<file path="src/rtl/axi_chk_pkg.sv">
// Package: shared rule codes, burst encodings and the violation vector type
// for the address legality checker. Assumes five rules, numbered from 1.
package axi_chk_pkg;

    localparam int NUM_RULES = 5;

    // Burst type field encodings
    localparam logic [1:0] BURST_FIXED = 2'b00;
    localparam logic [1:0] BURST_INCR  = 2'b01;
    localparam logic [1:0] BURST_WRAP  = 2'b10;
    localparam logic [1:0] BURST_RSVD  = 2'b11;

    // Rule codes; lower value has higher priority
    typedef enum logic [2:0] {
        CODE_NONE          = 3'd0,
        CODE_RSVD_BURST    = 3'd1,
        CODE_OVERSIZE      = 3'd2,
        CODE_WRAP_MISALIGN = 3'd3,
        CODE_WRAP_LEN      = 3'd4,
        CODE_CROSS_4K      = 3'd5
    } rule_code_e;

    // Bit k-1 holds the violation of rule code k
    typedef logic [NUM_RULES-1:0] rule_vec_t;

endpackage

</file>
<file path="src/rtl/axc_violation_log.sv">
// Module: axc_violation_log
// Keeps one sticky flag per rule and records the code of the first failing
// handshake, taking the lowest failing rule of that handshake.
// Assumes viol is only meaningful when hs is high.
module axc_violation_log (
    input  logic                   clk,
    input  logic                   rst_n,
    input  logic                   hs,
    input  axi_chk_pkg::rule_vec_t viol,
    output axi_chk_pkg::rule_vec_t flags,
    output logic [2:0]             code
);
    import axi_chk_pkg::*;

    rule_code_e low_code;
    rule_code_e code_q;

    // Lowest set violation wins the priority
    always_comb begin
        low_code = CODE_NONE;
        for (int i = NUM_RULES - 1; i >= 0; i--) begin
            if (viol[i]) low_code = rule_code_e'(3'(i + 1));
        end
    end

    // One sticky flag per rule
    for (genvar g = 0; g < NUM_RULES; g++) begin : g_sticky
        // Set on a failing handshake, clear only in reset
        always_ff @(posedge clk) begin
            if (!rst_n)               flags[g] <= 1'b0;
            else if (hs && viol[g])   flags[g] <= 1'b1;
        end
    end

    // Capture the first failure code once
    always_ff @(posedge clk) begin
        if (!rst_n)                                  code_q <= CODE_NONE;
        else if (hs && (code_q == CODE_NONE) && |viol) code_q <= low_code;
    end

    assign code = code_q;

    AST_FLAGS_HOLD: assert property (@(posedge clk) disable iff (!rst_n)
        ((flags & $past(flags)) == $past(flags)));
    AST_CODE_HOLD: assert property (@(posedge clk) disable iff (!rst_n)
        (code != 3'd0) |=> (code == $past(code)));
    AST_CODE_NEEDS_FLAG: assert property (@(posedge clk) disable iff (!rst_n)
        (code != 3'd0) |-> flags[code - 3'd1]);
    AST_QUIET_NO_HS: assert property (@(posedge clk) disable iff (!rst_n)
        !hs |=> ($stable(flags) && $stable(code)));

endmodule

</file>
<file path="config.mk">
export PLATFORM = sky130hd
export DESIGN_NAME = axc_violation_log
export DESIGN_NICKNAME = d
export VERILOG_FILES = /design/src/rtl/axi_chk_pkg.sv /design/src/rtl/axc_violation_log.sv
export SDC_FILE = /design/constraint.sdc
export NUM_CORES = 1
export LEC_CHECK = 0
export BUFFER_PORTS_ARGS = -buffer_cell sky130_fd_sc_hd__buf_2
export CAP_MARGIN = 0
export CORE_AREA = 2 2 39 41
export DETAILED_ROUTE_END_ITERATION = 10
export DIE_AREA = 0 0 41 43
export GPL_TIMING_DRIVEN = 1
export PLACE_DENSITY = 0.48
export SYNTH_ARGS = -nofsm -noshare
export SYNTH_HDL_FRONTEND = slang
export SYNTH_SLANG_ARGS = --single-unit
</file>
<file path="constraint.sdc">
create_clock -name clk -period 2 [get_ports clk]
set_input_delay 0.4 -clock clk [delete_from_list [all_inputs] [get_ports clk]]
set_output_delay 0.4 -clock clk [all_outputs]
set_load 0.05 [all_outputs]
</file>
==> impl_metrics.env <==
export IMPL_synth_warnings=0
export IMPL_holdPathStages=3
export IMPL_syn_inst=29
export IMPL_htreeDepth=1
export IMPL_r2r_cells=3
export IMPL_seq_area_frac_synth_pct=54.0
export IMPL_grt_start_max_net_pins=9
export IMPL_top_usage_layer="met2"
export IMPL_p_sw_share_pct=31.4
export IMPL_synth_top_family_by_area="compound AO/OA/AOI/OAI gates"
export IMPL_use_met1_pct=11.3
export IMPL_drt_pass1_iter_count=2
export IMPL_yosys_area_share_simple_pct=22.8
export IMPL_critPathRequiredTime_ps=1600
export IMPL_drtIter0Drc=3
export IMPL_n_antenna_cell=0
export IMPL_synthMuxAreaShare_pct=0
export IMPL_hold_violations=0
export IMPL_crit_chain="buf_2"
export IMPL_clkPwrFrac_pct=33.3
export IMPL_pwr_share_seq_pct=45.9
export IMPL_rrSetupSlack_ps=1100
export IMPL_ys_ff_latch=8
export IMPL_comb_power_share_pct=20.8
export IMPL_nets=57
export IMPL_switching_power_mw=0.120
export IMPL_cp_slowest_cell="dfxtp_1"
export IMPL_ant_nets=0
export IMPL_cts_tree="built"
export IMPL_worstPathMaxFanout=3
export IMPL_final_cells=63
export IMPL_p_int_mw=0.263
export IMPL_viasPerCell=4.22
export IMPL_cts_setup_buffers=0
export IMPL_synth_fa_ha_area_share_pct=0
export IMPL_cpPeakStageDelay_ps=370
export IMPL_num_rows=14
export IMPL_status="finished, final reports clean"
export IMPL_antenna_found_initial=0
export IMPL_clkTransAtPathRegs_ps=60
export IMPL_vias=266
export IMPL_coreArea_sq_mm=0.00138
export IMPL_grtUsageTotal_pct=10.0
export IMPL_grt_pass1_vias=275
export IMPL_r2r_start="code[2]$_SDFFE_PN0P_"
export IMPL_syn_avg_cell_area_sq_um=10.2
export IMPL_gp_congestion=0.670
export IMPL_path_buf_inv=1
export IMPL_dieArea_sq_mm=0.00176
export IMPL_drive_gt1_share_pct=42.6
export IMPL_cts_max_path_buffers=2
export IMPL_max_freq_mhz=760
export IMPL_dp_cells=60
export IMPL_ys_types=10
export IMPL_tightest_slew_ps=251
export IMPL_route_detailed_drc=0
export IMPL_maxSlewHeadroom_pct=83.4
export IMPL_fin_tns_setup_ps=0
export IMPL_vdd_drop_max_v=0.000182
export IMPL_critical_path_class="register to output port"
export IMPL_synth_compound_area_share_pct=23.2
export IMPL_io_pins=16
export IMPL_fin_skew_ps=10.9
export IMPL_worstSetupEndpointType="output port"
export IMPL_met3_usage_pct=6.28
export IMPL_syn_area_sq_um=297
export IMPL_hp_class="primary input to register"
export IMPL_crit_family="flip-flops"
export IMPL_placement_io_buffers=15
export IMPL_fin_crit_sh_pct=65.8
export IMPL_cap_viol_max_count=0
export IMPL_hold_path_end="flags[2]$_SDFFE_PN0P_"
export IMPL_cts_hold_buf=0
export IMPL_fin_crit_ps=1320
export IMPL_hold_start="viol[2]"
export IMPL_powerDensity_mw_per_mm2=926
export IMPL_die_y_um=43
export IMPL_worstPathArrival_ps=920
export IMPL_use_met2_pct=11.9
export IMPL_area_growth_pct=39.7
export IMPL_r2r_end="code[1]$_SDFFE_PN0P_"
export IMPL_die_x_um=41
export IMPL_cts_resized=0
export IMPL_clock_sinks=8
export IMPL_grt_ovfl_total=0
export IMPL_wirelength_um=648
export IMPL_synth_xor_area_share_pct=0
export IMPL_rsz0062_at_grt="no"
export IMPL_leakagePower_nw=0.198
export IMPL_syn_nets=37
export IMPL_root_buffer="clkbuf_4"
export IMPL_finalMaxSlewViolations=0
export IMPL_grt_pass1_wl_um=1070
export IMPL_avgRoutedWirePerCell_um=10.3
export IMPL_cts_buffers=3
export IMPL_start_util_pct=21.4
export IMPL_setup_violations=0
export IMPL_worst_skew_pair_late_latency_ps=260
export IMPL_worstSetupStartpointType="register"
-- state kept, by name, indices dropped and copies added (netlist names) --
name and count:
flags 5, code 3
-- power groups by stage --
stage                     clock, mW  sequential, mW  combinational (mW)
final                         0.128           0.176              0.0798
after global routing          0.143           0.178              0.0862
after CTS                     0.134           0.176              0.0807
after detailed placement          0           0.180              0.0806
after global placement            0           0.180              0.0809
after floorplan                   0           0.217              0.0186
-- worst max-delay path by stage --
stage	startpoint	to	slack, ps	cells past startpoint
2_1_floorplan	code[0]$_SDFFE_PN0P_	code[1]$_SDFFE_PN0P_	760	3
3_3_place_gp	hs	code[1]$_SDFFE_PN0P_	840	4
3_5_place_dp	hs	code[1]$_SDFFE_PN0P_	830	4
4_1_cts	code[2]$_SDFFE_PN0P_	code[2]	680	1
5_1_grt	code[2]$_SDFFE_PN0P_	code[2]	660	1
6_report	code[2]$_SDFFE_PN0P_	code[2]	680	1
-- synth_stat cells (all sizes together) --
library cell | count | area share [%]
a21oi | 6 | 10
and3b | 1 | 3.4
dfxtp | 8 | 54
nor2 | 2 | 2.5
nor2b | 6 | 13
nor3b | 1 | 4.2
o2111a | 1 | 3.8
o21a | 2 | 5.1
o21ai | 1 | 1.7
o21bai | 1 | 2.5
-- per-stage QoR --
step                total power, mW  setup WS, ps  utilization (%)  hold WS (ps)  cell area (sq um)
finish                        0.383           685             29.9           418                414
global placement              0.261           845             28.3           471                392
global route                  0.407           658             29.9           423                414
floorplan                     0.235           755                -           517                297
CTS                           0.391           683             29.9           407                414
detailed placement            0.260           832             28.3           474                392
-- layer usage --
metal,vias up,routed length (um)
met5,-,0
met1,118,299
li1,139,-
met3,0,56
met4,0,0
met2,9,292
-- kinds of logic after synthesis --
group              after synthesis
AOI/OAI and AO/OA               11
and+or+nand+nor                 10
DFF                              8
-- final cells by class --
class	instances	area [sq um]
tap	16	20.0
sequential	8	160
clock buffer	3	22.5
multi-input combinational	21	136
fill	167	970
timing repair buffer	15	75.1
-- cells in the final DEF, fill, tap and decap left out, drive strengths merged --
cell     n
a21oi    6
and3b    1
buf     15
clkbuf   3
dfxtp    8
nor2     2
nor2b    6
nor3b    1
o2111a   1
o21a     2
o21ai    1
o21bai   1
Power figures use the tool's default switching activity.
